==> src/rtl/csx_pkg.sv <==
package csx_pkg;

   typedef enum logic [1:0] {
      CSX_MEASURE = 2'b00,
      CSX_EXT_NEG = 2'b01,
      CSX_EXT_POS = 2'b10,
      CSX_RSVD    = 2'b11
   } csx_mode_e;

   function automatic logic csx_extracting(input csx_mode_e m);
      return (m == CSX_EXT_NEG) || (m == CSX_EXT_POS);
   endfunction

   function automatic logic csx_active_level(input csx_mode_e m);
      return (m == CSX_EXT_POS);
   endfunction

endpackage

==> src/rtl/csx_sampler.sv <==
module csx_sampler #(
   parameter int unsigned STAGES = 2,
   parameter bit          IDLE   = 1'b1
) (
   input  logic clk,
   input  logic rst_n,
   input  logic sync_in,
   input  logic tick,
   output logic level,
   output logic prev,
   output logic rise,
   output logic fall
);

   generate
      if (STAGES == 0) begin : g_direct
         assign level = sync_in;
      end else begin : g_sync
         logic [STAGES-1:0] chain;
         always_ff @(posedge clk or negedge rst_n) begin
            if (!rst_n) begin
               chain <= {STAGES{IDLE}};
            end else begin
               chain[0] <= sync_in;
               for (int i = 1; i < STAGES; i++) begin
                  chain[i] <= chain[i-1];
               end
            end
         end
         assign level = chain[STAGES-1];
      end
   endgenerate

   always_ff @(posedge clk or negedge rst_n) begin
      if (!rst_n) begin
         prev <= IDLE;
      end else if (tick) begin
         prev <= level;
      end
   end

   assign rise = tick &  level & ~prev;
   assign fall = tick & ~level &  prev;

endmodule

==> src/rtl/csx_counter.sv <==
module csx_counter #(
   parameter int unsigned CW = 5
) (
   input  logic          clk,
   input  logic          rst_n,
   input  logic          load,
   input  logic [CW-1:0] load_val,
   input  logic          step,
   input  logic          up,
   output logic [CW-1:0] cnt,
   output logic [CW-1:0] cnt_next,
   output logic          clip_hi,
   output logic          clip_lo
);

   localparam logic [CW-1:0] TOP = {CW{1'b1}};
   localparam logic [CW-1:0] BOT = {CW{1'b0}};
   localparam logic [CW-1:0] ONE = {{(CW-1){1'b0}}, 1'b1};

   logic at_top, at_bot;

   always_comb begin
      at_top = (cnt == TOP);
      at_bot = (cnt == BOT);
      if (up) begin
         cnt_next = at_top ? cnt : cnt + ONE;
      end else begin
         cnt_next = at_bot ? cnt : cnt - ONE;
      end
   end

   assign clip_hi = step &  up & at_top;
   assign clip_lo = step & ~up & at_bot;

   always_ff @(posedge clk or negedge rst_n) begin
      if (!rst_n) begin
         cnt <= BOT;
      end else if (load) begin
         cnt <= load_val;
      end else if (step) begin
         cnt <= cnt_next;
      end
   end

endmodule

==> src/rtl/csx_vsync.sv <==
module csx_vsync (
   input  logic clk,
   input  logic rst_n,
   input  logic clear,
   input  logic extract,
   input  logic stepping,
   input  logic pulse_end,
   input  logic hit,
   output logic vsync_n
);

   always_ff @(posedge clk or negedge rst_n) begin
      if (!rst_n) begin
         vsync_n <= 1'b1;
      end else if (clear || !extract || pulse_end) begin
         vsync_n <= 1'b1;
      end else if (stepping && hit) begin
         vsync_n <= 1'b0;
      end
   end

endmodule

==> src/rtl/csync_vext.sv <==
module csync_vext
   import csx_pkg::*;
#(
   parameter int unsigned CW          = 5,
   parameter int unsigned SYNC_STAGES = 2
) (
   input  logic          clk,
   input  logic          rst_n,
   input  logic          sync_in,
   input  logic          tick,
   input  logic          cv_wr,
   input  logic [CW-1:0] cv_wdata,
   input  logic          mode_wr,
   input  logic [1:0]    mode_wdata,
   output logic [CW-1:0] cv_rd,
   output logic          up_clip,
   output logic          down_clip,
   output logic          composite,
   output logic          vsync_n
);

   localparam logic [CW-1:0] TERM_HI = {CW{1'b1}};
   localparam logic [CW-1:0] TERM_LO = {CW{1'b0}};

   generate
      if (CW < 2 || CW > 16) begin : g_bad_cw
         $error("csync_vext: CW must lie in 2..16");
      end
      if (SYNC_STAGES > 4) begin : g_bad_sync
         $error("csync_vext: SYNC_STAGES must lie in 0..4");
      end
   endgenerate

   csx_mode_e     mode_q;
   logic [CW-1:0] cv_q;
   logic [CW-1:0] cnt_q;
   logic [CW-1:0] cnt_nx;
   logic [CW-1:0] ld_val;
   logic          lvl, prv, rise_s, fall_s;
   logic          ext, act_lvl, on_act, was_act;
   logic          start, active, pend;
   logic          writes, ld, step, up;
   logic          clip_hi, clip_lo, hit;
   logic          up_q, dn_q;

   csx_sampler #(.STAGES(SYNC_STAGES), .IDLE(1'b1)) u_smp (
      .clk     (clk),
      .rst_n   (rst_n),
      .sync_in (sync_in),
      .tick    (tick),
      .level   (lvl),
      .prev    (prv),
      .rise    (rise_s),
      .fall    (fall_s)
   );

   always_comb begin
      ext     = csx_extracting(mode_q);
      act_lvl = csx_active_level(mode_q);
      on_act  = (lvl == act_lvl);
      was_act = (prv == act_lvl);
      start   = tick &  on_act & ~was_act;
      active  = tick &  on_act &  was_act;
      pend    = tick & ~on_act &  was_act;
      writes  = cv_wr | mode_wr;
      ld      = writes | (ext & start);
      ld_val  = cv_wr ? cv_wdata : cv_q;
      step    = ~writes & (ext ? active : tick);
      up      = ext ? act_lvl : lvl;
      hit     = (cnt_nx == (act_lvl ? TERM_HI : TERM_LO));
   end

   csx_counter #(.CW(CW)) u_cnt (
      .clk      (clk),
      .rst_n    (rst_n),
      .load     (ld),
      .load_val (ld_val),
      .step     (step),
      .up       (up),
      .cnt      (cnt_q),
      .cnt_next (cnt_nx),
      .clip_hi  (clip_hi),
      .clip_lo  (clip_lo)
   );

   csx_vsync u_vs (
      .clk       (clk),
      .rst_n     (rst_n),
      .clear     (mode_wr),
      .extract   (ext),
      .stepping  (step),
      .pulse_end (pend),
      .hit       (hit),
      .vsync_n   (vsync_n)
   );

   always_ff @(posedge clk or negedge rst_n) begin
      if (!rst_n) begin
         mode_q <= CSX_MEASURE;
      end else if (mode_wr) begin
         mode_q <= csx_mode_e'(mode_wdata);
      end
   end

   always_ff @(posedge clk or negedge rst_n) begin
      if (!rst_n) begin
         cv_q <= TERM_LO;
      end else if (cv_wr) begin
         cv_q <= cv_wdata;
      end else if (!ext && fall_s) begin
         cv_q <= cnt_q;
      end
   end

   always_ff @(posedge clk or negedge rst_n) begin
      if (!rst_n) begin
         up_q <= 1'b0;
         dn_q <= 1'b0;
      end else if (cv_wr) begin
         up_q <= 1'b0;
         dn_q <= 1'b0;
      end else if (!ext) begin
         up_q <= up_q | clip_hi;
         dn_q <= dn_q | clip_lo;
      end
   end

   assign cv_rd     = cv_q;
   assign up_clip   = up_q;
   assign down_clip = dn_q;
   assign composite = up_q & dn_q;

endmodule

==> config.mk <==
export PLATFORM = sky130hd
export DESIGN_NAME = csync_vext
export DESIGN_NICKNAME = d
export VERILOG_FILES = /design/src/rtl/csx_pkg.sv /design/src/rtl/csx_sampler.sv /design/src/rtl/csx_counter.sv /design/src/rtl/csx_vsync.sv /design/src/rtl/csync_vext.sv
export SDC_FILE = /design/constraint.sdc
export NUM_CORES = 1
export LEC_CHECK = 0
export ABC_AREA = 1
export BUFFER_PORTS_ARGS = -buffer_cell sky130_fd_sc_hd__buf_2
export CORE_MARGIN = 2
export CORE_UTILIZATION = 59
export DETAILED_ROUTE_END_ITERATION = 7
export GPL_TIMING_DRIVEN = 0
export PLACE_DENSITY = 0.83
export SETUP_SLACK_MARGIN = 0.02
export SYNTH_ARGS = -nofsm -noshare
export SYNTH_HDL_FRONTEND = slang
export SYNTH_SLANG_ARGS = --single-unit
export TNS_END_PERCENT = 30
==> constraint.sdc <==
create_clock -name clk -period 4.3 [get_ports clk]
set_clock_uncertainty 0.1 [all_clocks]
set_input_delay 0.645 -clock clk [delete_from_list [all_inputs] [get_ports clk]]
set_output_delay 0.645 -clock clk [all_outputs]
set_load 0.01 [all_outputs]
==> flow_metrics.py, run 1 <==
metrics = {
    "critical_path": {
        "crit_start": "u_cnt.cnt[1]",
        "r2r_cells": 16,
        "r2r_slack_ns": 2.36,
        "crit_end": "u_vs.vsync_n",
        "r2r-end": "u_vs.vsync_n",
        "worstReg2RegStart": "u_cnt.cnt[1]",
        "required_ns": 4.43,
        "crit_type": "flip-flop to flip-flop",
        "crit_path_end_kind": "flip-flop",
        "crit_fanout": 8,
        "cp.arrival_ns": 2.07,
        "startpoint_type": "flip-flop",
    },
    "grt": {
        "grtUsageTotal_pct": 24.13,
        "grt_pass1_vias": 1137,
        "grt_pass1_wl_mm": 4.747,
        "grt_start_max_net_pins": 19,
        "overflow": 0,
        "antenna_found_initial": 0,
    },
    "detailed_routing": {
        "drtAntennaViolNets": 0,
        "vias_per_cell": 5.261,
        "wl_mm": 2.790,
        "wl_per_cell_um": 12.13,
        "drc_errors": 0,
        "drtIter0Drc": 35,
        "drt_pass1_iterations": 4,
        "vias": 1210,
    },
    "clocking": {
        "cts_resized": 0,
        "hold_buffers": 0,
        "clkTransAtPathRegs_ns": 0.11,
        "clockBufferDepth": 2,
        "htreeDepth": 1,
        "cts-root-buf": "clkbuf_4",
        "insertion_delay_ns": 0.29,
        "cts_tree": "done",
        "clkSinkCount": 18,
        "numCtsBuffers": 3,
        "post_cts_buffers": 0,
    },
    "sta": {
        "worst_slew_pin_slew_ns": 0.4127,
        "timing.fmax_ghz": 0.5151,
        "fin_crit_ns": 1.942,
        "rsz0062_at_grt": "false",
        "maxSlewHeadroom_pct": 72.49,
        "hold_slack_ns": 0.1657,
        "finalSetupTns_ns": 0,
        "fin_crit_sh_pct": 45.15,
        "hold_viol": 0,
        "drv_slew": 0,
        "setup_violations": 0,
    },
    "cells_and_area": {
        "final_common_cell": "nand2_1",
        "n_antenna_cell": 0,
        "nets": 220,
        "layout_common_cells": "nand2_1, inv_1, nand3_1, buf_2, dfrtp_1",
        "syn_to_final_growth_pct": 13.83,
        "layoutNonFillerInstCount": 230,
        "drive_above_1_share_pct": 22.66,
        "multi_input_area_um2": 651.9,
        "seqCellArea_um2": 455.4,
        "nFillCells": 181,
    },
    "logic_synthesis": {
        "synth.distinct_cells": 28,
        "ys_seq_area_share_pct": 35.97,
        "synth_warnings": 0,
        "synth_area_um2": 1266,
        "ys_ff_latch": 18,
        "netlist_instances": 178,
        "syn_nets": 194,
        "syn_avg_cell_area_um2": 7.114,
        "netlist.top_cell.by_area": "dfrtp_1",
        "synth_top_area_share_pct": 27.67,
        "synth_area_leaders": "dfrtp_1, nand2_1, dfstp_2, nand3_1, inv_1",
    },
    "pwr": {
        "power_frac_clock_pct": 20.6,
        "combPwrFrac_pct": 39.2,
        "peakVddDrop_v": 0.0002250,
        "finalPower_mw": 0.5067,
        "p_int_mw": 0.3131,
        "power_switching_mw": 0.1936,
        "powerDensity_nw_per_um2": 351.5,
        "p_leak_nw": 0.7900,
        "switching_share_pct": 38.20,
        "p_seq_share_pct": 40.2,
    },
    "floorplan": {
        "die_area_um2": 2533,
        "die_x_um": 50.33,
        "start_util_pct": 63.25,
        "dieHeight_um": 50.33,
        "ios": 22,
        "core_area_um2": 2002,
        "row_count": 16,
    },
    "placement": {
        "dp.cells": 226,
        "gp_congestion": 0.8528,
        "hpwl_mm": 2.146,
        "portBuffers": 21,
    },
    "flow_run": {
        "max_cap_violations": 0,
    },
    "min_path": {
        "hp-class": "primary input to async pin",
    },
    "run_status": {
        "outcome": "finished, final reports clean",
    },
}
==> metal layers <==
layer | global-route usage [%] | vias up | share of wire [%]
li1 | - | 618 | -
met1 | 30.06 | 562 | 46
met2 | 44.08 | 24 | 49
met3 | 2.083 | 6 | 3.3
met4 | 7.207 | 0 | 1.3
met5 | 0 | - | 0
==> power by group through the flow <==
stage	Clock (mW)	Combinational [mW]	Sequential, mW
after floorplan	0	0.149	0.206
after CTS	0.105	0.198	0.203
final	0.104	0.198	0.204
after global routing	0.112	0.225	0.206
after detailed placement	0	0.196	0.206
after global placement	0	0.188	0.205
==> Yosys cell counts <==
| library cell | instances |
|---|---|
| o21ai_4 | 1 |
| a221o_1 | 1 |
| clkbuf_1 | 1 |
| clkbuf_8 | 2 |
| o21ba_2 | 1 |
| o21ai_0 | 6 |
| dfstp_2 | 4 |
| ha_1 | 3 |
| mux2_2 | 1 |
| nand3_1 | 21 |
| nor2_2 | 1 |
| dfrtp_1 | 14 |
| nor2_1 | 12 |
| a31oi_1 | 1 |
| nand3_2 | 1 |
| nor2_8 | 1 |
| nand2_1 | 59 |
| xor2_1 | 3 |
| a311oi_1 | 1 |
| o21ai_1 | 1 |
| nand2_2 | 3 |
| buf_6 | 2 |
| o211ai_1 | 4 |
| nand4_1 | 3 |
| nor3_1 | 1 |
| inv_2 | 4 |
| inv_1 | 24 |
| a21oi_1 | 2 |
==> metrics by stage <==
stage	instance area (µm²)	worst slack [ns]	utilization [%]
2_1_floorplan	1266	2.610	-
3_3_place_gp	1405	2.473	70.19
3_5_place_dp	1405	2.441	70.19
4_1_cts	1441	2.395	72.00
5_1_grt	1441	2.189	72.00
6_report	1441	2.358	72.00
==> flip-flops by register name, indices dropped and copies added (netlist names) <==
register / flops
u_smp.prev: 1
cv_rd: 5
u_smp.g_sync.chain: 2
u_vs.vsync_n: 1
mode_q: 2
u_cnt.cnt: 5
up_clip: 1
down_clip: 1
==> critical path, stage by stage (launching register included) <==
cell and delay (ns):
dfrtp_1 0.53, inv_1 0.08, ha_1 0.25, inv_1 0.08
nand2_1 0.05, nand2_1 0.06, nand2_1 0.05, nand2_1 0.05
nand2_1 0.10, inv_1 0.07, nand2_1 0.05, nor2_1 0.11
nand2_1 0.08, nand2_1 0.07, nand2_1 0.05, nand2_1 0.05
nand2_1 0.04
==> how the worst min path moves through the flow <==
stage | from | endpoint | slack [ns] | depth (start not counted)
2_1_floorplan | rst_n | cv_rd[0] | 0.25 | 0
3_3_place_gp | u_smp.g_sync.chain[0] | u_smp.g_sync.chain[1] | 0.25 | 0
3_5_place_dp | u_smp.g_sync.chain[0] | u_smp.g_sync.chain[1] | 0.26 | 0
4_1_cts | rst_n | cv_rd[4] | 0.18 | 1
5_1_grt | rst_n | cv_rd[4] | 0.19 | 1
6_report | rst_n | down_clip | 0.17 | 1
==> cell type report <==
class	count	area share (%)
multi-input cells	127	45.23
flip-flops and latches	18	31.60
repair buffers	21	7.292
inverters	28	7.292
plain buffers	5	3.733
clock buffers	4	2.517
well taps	27	2.344
==> kinds of logic (layout without fill, tap and decap cells) <==
family,Yosys count,count (layout),synth area share [%]
fa+ha+maj,3,3,2.965
flops,18,18,35.97
xor+xnor,3,3,2.075
mux,1,1,0.8893
buf+inv,33,58,12.55
simple gates,102,102,35.57
compound gates,18,18,9.981
(Power assumes the default switching activity.)
==> run 2, diff against run 1 <==
Settings changed: CORE_UTILIZATION 59 to 55, PLACE_DENSITY 0.83 to 0.79.
Clock period 4.3 ns to 1.9 ns, I/O delays scaled along.
==> run 2 against run 1 <==
Compared with the run above:
- clock power grew 96%
- die area up 6.7%
- flip-flop and latch count is the same
- highest routed layer unchanged
==> flow_metrics.py, run 2 (same netlist as run 1, synthesis figures left out) <==
metrics = {
    "cells_and_area": {
        "layout_common_cells": "nand2_1, inv_1, nand3_1, buf_2",
        "nFillCells": 179,
        "final_common_cell": "nand2_1",
        "final_util_pct": 70.99,
        "drive_above_1_share_pct": 30.14,
        "postLayoutCellArea_um2": 1555,
        "n_antenna_cell": 0,
        "layoutNonFillerInstCount": 237,
        "syn_to_final_growth_pct": 22.83,
        "nets": 226,
    },
    "clocking": {
        "clkSinkCount": 18,
        "htreeDepth": 1,
        "clockBufferDepth": 2,
        "clkTransAtPathRegs_ns": 0.10,
        "cts-root-buf": "clkbuf_4",
        "numCtsBuffers": 3,
        "cts_tree": "done",
        "insertion_delay_ns": 0.30,
    },
    "grt": {
        "grt_pass1_vias": 1102,
        "antenna_found_initial": 0,
        "overflow": 0,
        "grt_start_max_net_pins": 19,
        "grtUsageTotal_pct": 22.96,
        "grt_pass1_wl_mm": 4.685,
    },
    "critical_path": {
        "max_stage_delay_ns": 0.43,
        "crit_path_end_kind": "flip-flop",
        "crit_top_cell": "nand2_1",
        "path_cells": "ha_4 -> buf_8 -> inv_6 -> nand2_4 -> nand2_4 -> nand2_2 -> nand2_1 -> nand2_1 -> nand2_2 -> inv_2 -> nor2_2 -> nand2_1 -> nand2_1 -> nand2_1 -> nand2_1 -> nand2_1",
        "path_buf_inv": 3,
        "cp.arrival_ns": 1.97,
        "startpoint_type": "flip-flop",
        "crit_type": "flip-flop to flip-flop",
        "crit_fanout": 8,
        "cp_top_family": "simple AND/OR/NAND/NOR gates",
        "cp_slowest_cell": "dfrtp_1",
        "required_ns": 2.02,
    },
    "sta": {
        "timing.fmax_ghz": 0.5398,
        "fin_crit_ns": 1.852,
        "finalSetupTns_ns": 0,
        "worst_slew_pin_slew_ns": 0.3988,
        "drv_slew": 0,
        "setup_violations": 0,
        "maxSlewHeadroom_pct": 73.41,
        "hold_viol": 0,
        "rsz0062_at_grt": "true",
        "hold_slack_ns": 0.1034,
        "fin_crit_sh_pct": 97.50,
    },
    "placement": {
        "dp.cells": 227,
        "gp_congestion": 0.8924,
        "hpwl_mm": 2.167,
        "portBuffers": 21,
        "placed_area_um2": 1406,
    },
    "pwr": {
        "p_leak_nw": 0.8212,
        "peakVddDrop_v": 0.0005894,
        "powerDensity_nw_per_um2": 779.9,
    },
    "floorplan": {
        "start_util_pct": 57.80,
        "core_area_um2": 2191,
        "dieHeight_um": 51.98,
        "row_count": 17,
        "die_x_um": 51.98,
        "die_area_um2": 2702,
        "ios": 22,
    },
    "detailed_routing": {
        "drc_errors": 0,
        "drtAntennaViolNets": 0,
        "drt_pass1_iterations": 4,
        "wl_mm": 2.832,
        "wl_per_cell_um": 11.95,
        "vias": 1251,
        "vias_per_cell": 5.278,
        "drtIter0Drc": 33,
    },
    "min_path": {
        "hp-class": "primary input to flip-flop",
    },
    "flow_run": {
        "max_cap_violations": 0,
    },
    "run_status": {
        "outcome": "finished, final reports clean",
    },
}
[run 2: cell types whose count changed in the layout (fill, tap and decap cells not counted), moves of 3 or more]
cell,before,now
nand2_1,59,52
nand2_2,3,7
buf_4,0,3
inv_1,24,21
nand2_4,0,3
[run 2: layout make-up]
| class | instances | area (µm²) | area share, % |
|---|---|---|---|
| Timing Repair Buffer | 27 | 158.9 | 10.22 |
| Multi-Input combinational cell | 127 | 709.4 | 45.62 |
| Tap cell | 28 | 35.03 | 2.253 |
| Sequential cell | 18 | 457.9 | 29.44 |
| Inverter | 28 | 110.1 | 7.080 |
| Clock buffer | 4 | 26.28 | 1.689 |
| Buffer | 5 | 57.56 | 3.701 |
[run 2: final timing paths]
path | to | startpoint | cells after the start | slack (ns)
max in group asynchronous | u_smp.g_sync.chain[0] | rst_n | 2 | 1.04
min in group asynchronous | cv_rd[1] | rst_n | 2 | 0.33
worst min-delay path | mode_q[0] | mode_wdata[0] | 3 | 0.10
worst min register to register | u_smp.g_sync.chain[1] | u_smp.g_sync.chain[0] | 0 | 0.27
worst max-delay path | u_vs.vsync_n | mode_q[1] | 16 | 0.05
worst max register to register | u_vs.vsync_n | mode_q[1] | 16 | 0.05
[run 2: what timing repair did]
action / CTS / global route
resized for setup: 2 / 21
endpoints found under the setup margin: 1 / 7
pin swaps: 0 / 11
buffers inserted: 0 / 4
hold buffers: 2 / 0
hold endpoints to repair: 15 / 0
cloned: 0 / 0
[run 2: worst register-to-register path, stage by stage, from the launching register on]
cell,delay (ns)
dfrtp_1,0.43
ha_4,0.26
buf_8,0.14
inv_6,0.06
nand2_4,0.05
nand2_4,0.09
nand2_2,0.06
nand2_1,0.07
nand2_1,0.06
nand2_2,0.09
inv_2,0.04
nor2_2,0.06
nand2_1,0.05
nand2_1,0.06
nand2_1,0.05
nand2_1,0.06
nand2_1,0.05
[run 2: stage by stage]
step	power (mW)	setup slack, ns
finish	1.213	0.04754
global route	1.285	-0.03175
CTS	1.115	0.03506
detailed placement	0.9113	0.01334
global placement	0.8922	0.07087
floorplan	0.8020	0.2103
[run 2: layer usage]
layer / vias to the layer above / routed length, µm / global-route usage, % / part of all wire, %
met5: - / 0 / 0 / 0
met4: 0 / 42 / 6.579 / 1.5
met3: 7 / 91 / 2.011 / 3.2
met2: 28 / 1377 / 41.14 / 49
met1: 589 / 1320 / 29.21 / 47
li1: 627 / - / - / -
[run 2: report_power, final]
part	internal [mW]	total, mW	switching, mW	leakage [nW]
Combinational	0.230	0.543	0.313	0.593
Sequential	0.425	0.467	0.0411	0.214
Clock	0.0817	0.204	0.122	0.0150
Total	0.737	1.21	0.476	0.821
==> run 3, diff against run 2 <==
Settings changed: PLACE_DENSITY 0.79 to default, PLACE_DENSITY_LB_ADDON from default to 0.2.
==> run 3 against run 2 <==
Compared with the run above:
- final area fell by 1.9%
- clock power is 23% higher
- die area is the same
- fmax down 0.80%
- count of clock-buffer cells in the layout stayed put
- worst setup slack worse by 0.015 ns
- global-route usage shrank 0.16 points
- register-to-register slack about the same
- via count decreased by 1.5%
- sequential share of layout area is 0.56 points higher
- largest power group unchanged
- highest routed layer unchanged
==> flow_metrics.py, run 3 (same netlist as run 1, synthesis figures left out) <==
metrics = {
    "detailed_routing": {
        "vias_per_cell": 5.243,
        "vias": 1232,
        "wl_mm": 2.876,
        "wl_per_cell_um": 12.24,
        "drtIter0Drc": 37,
        "drc_errors": 0,
        "drt_pass1_iterations": 4,
        "drtAntennaViolNets": 0,
    },
    "critical_path": {
        "max_stage_delay_ns": 0.43,
        "cp_top_family": "simple AND/OR/NAND/NOR gates",
        "cp.arrival_ns": 2.01,
        "r2r-end": "u_vs.vsync_n",
        "r2r_slack_ns": 0.03,
        "r2r_cells": 16,
        "cp_slowest_cell": "dfrtp_1",
        "crit_type": "flip-flop to flip-flop",
        "crit_top_cell": "nand2_1",
        "path_cells": "ha_4 -> buf_6 -> inv_4 -> nand2_1 -> nand2_2 -> nand2_2 -> nand2_1 -> nand2_1 -> nand2_2 -> inv_2 -> nor2_2 -> nand2_1 -> nand2_1 -> nand2_1 -> nand2_1 -> nand2_1",
        "crit_path_end_kind": "flip-flop",
        "startpoint_type": "flip-flop",
        "worstReg2RegStart": "mode_q[1]",
        "crit_fanout": 7,
        "path_buf_inv": 3,
        "required_ns": 2.04,
    },
    "floorplan": {
        "die_area_um2": 2702,
        "die_x_um": 51.98,
        "core_area_um2": 2191,
        "ios": 22,
        "start_util_pct": 57.80,
        "row_count": 17,
        "dieHeight_um": 51.98,
    },
    "cells_and_area": {
        "final_common_cell": "nand2_1",
        "drive_above_1_share_pct": 28.99,
        "syn_to_final_growth_pct": 20.55,
        "n_antenna_cell": 0,
        "nets": 224,
        "final_util_pct": 69.67,
        "nFillCells": 178,
        "layout_common_cells": "nand2_1, inv_1, nand3_1, buf_2, dfrtp_1",
    },
    "flow_run": {
        "max_cap_violations": 0,
    },
    "grt": {
        "grtUsageTotal_pct": 22.80,
        "grt_start_max_net_pins": 19,
        "antenna_found_initial": 0,
        "overflow": 0,
        "grt_pass1_wl_mm": 4.554,
        "grt_pass1_vias": 1092,
    },
    "pwr": {
        "finalPower_mw": 1.211,
        "powerDensity_nw_per_um2": 793.3,
        "p_leak_nw": 0.8062,
        "peakVddDrop_v": 0.0006549,
    },
    "sta": {
        "setup_violations": 0,
        "rsz0062_at_grt": "true",
        "finalSetupTns_ns": 0,
        "hold_viol": 0,
        "setup_ws_ns": 0.03260,
        "drv_slew": 0,
        "fin_crit_sh_pct": 98.28,
        "hold_slack_ns": 0.09903,
        "maxSlewHeadroom_pct": 73.66,
        "fin_crit_ns": 1.867,
        "timing.fmax_ghz": 0.5355,
        "worst_slew_pin_slew_ns": 0.3951,
    },
    "clocking": {
        "insertion_delay_ns": 0.30,
        "numCtsBuffers": 3,
        "cts-root-buf": "clkbuf_4",
        "clockBufferDepth": 2,
        "htreeDepth": 1,
        "clkSinkCount": 18,
        "clkTransAtPathRegs_ns": 0.11,
        "cts_tree": "done",
    },
    "min_path": {
        "min_from": "mode_wdata[0]",
        "hp-class": "primary input to flip-flop",
        "hold-path-endpoint": "mode_q[0]",
        "whs_path_depth": 3,
    },
    "placement": {
        "hpwl_mm": 2.085,
        "gp_congestion": 0.8260,
        "pre_cts_ws_ns": 0.01652,
        "portBuffers": 21,
    },
    "run_status": {
        "outcome": "finished, final reports clean",
    },
}
==> run 3: routing by layer <==
| metal | wire length (µm) | GRT usage (%) | up-vias | part of all wire [%] |
|---|---|---|---|---|
| li1 | - | - | 626 | - |
| met1 | 1290 | 29.23 | 575 | 45 |
| met2 | 1465 | 38.61 | 29 | 51 |
| met3 | 105 | 4.598 | 2 | 3.7 |
| met4 | 14 | 6.579 | 0 | 0.49 |
| met5 | 0 | 0 | - | 0 |
==> run 3: worst max-delay path by stage <==
stage                       from            to  slack [ns]  depth (start not counted)
global placement    u_cnt.cnt[0]  u_vs.vsync_n        0.04                         13
detailed placement  u_cnt.cnt[0]  u_vs.vsync_n        0.02                         13
floorplan              mode_q[1]  u_vs.vsync_n        0.21                         16
CTS                    mode_q[0]  u_vs.vsync_n        0.05                         17
finish                 mode_q[1]  u_vs.vsync_n        0.03                         16
global route           mode_q[0]  u_vs.vsync_n       -0.12                         17
==> run 3: repair_timing <==
item | in CTS | in global routing
pin swaps | 0 | 9
endpoints found under the setup margin | 1 | 7
hold buffers | 2 | 0
buffers inserted | 0 | 2
endpoints found under the hold margin | 15 | 0
resized for setup | 2 | 13
==> run 3: power by group <==
part	switching, mW	leakage (nW)	internal, mW
clock	0.133	0.0210	0.117
combinational	0.296	0.572	0.200
sequential	0.0407	0.214	0.425
==> run 3: per-stage QoR <==
step	cells	area, µm²
floorplan	178	1266
global placement	227	1406
detailed placement	227	1406
CTS	233	1468
global route	235	1526
finish	235	1526
==> run 3: layout make-up <==
| type | instances | area, µm² | area share [%] |
|---|---|---|---|
| timing repair buffer | 25 | 140.1 | 9.180 |
| buffer | 5 | 53.80 | 3.525 |
| clock buffer | 4 | 36.28 | 2.377 |
| multi-input combinational | 127 | 695.7 | 45.57 |
| sequential | 18 | 457.9 | 30.00 |
| inverter | 28 | 107.6 | 7.049 |
| tap | 28 | 35.03 | 2.295 |
==> run 3: tightest hold or removal path, cell delays in order <==
cell     delay, ns
buf_2         0.07
nand2_1       0.04
o21ai_0       0.07
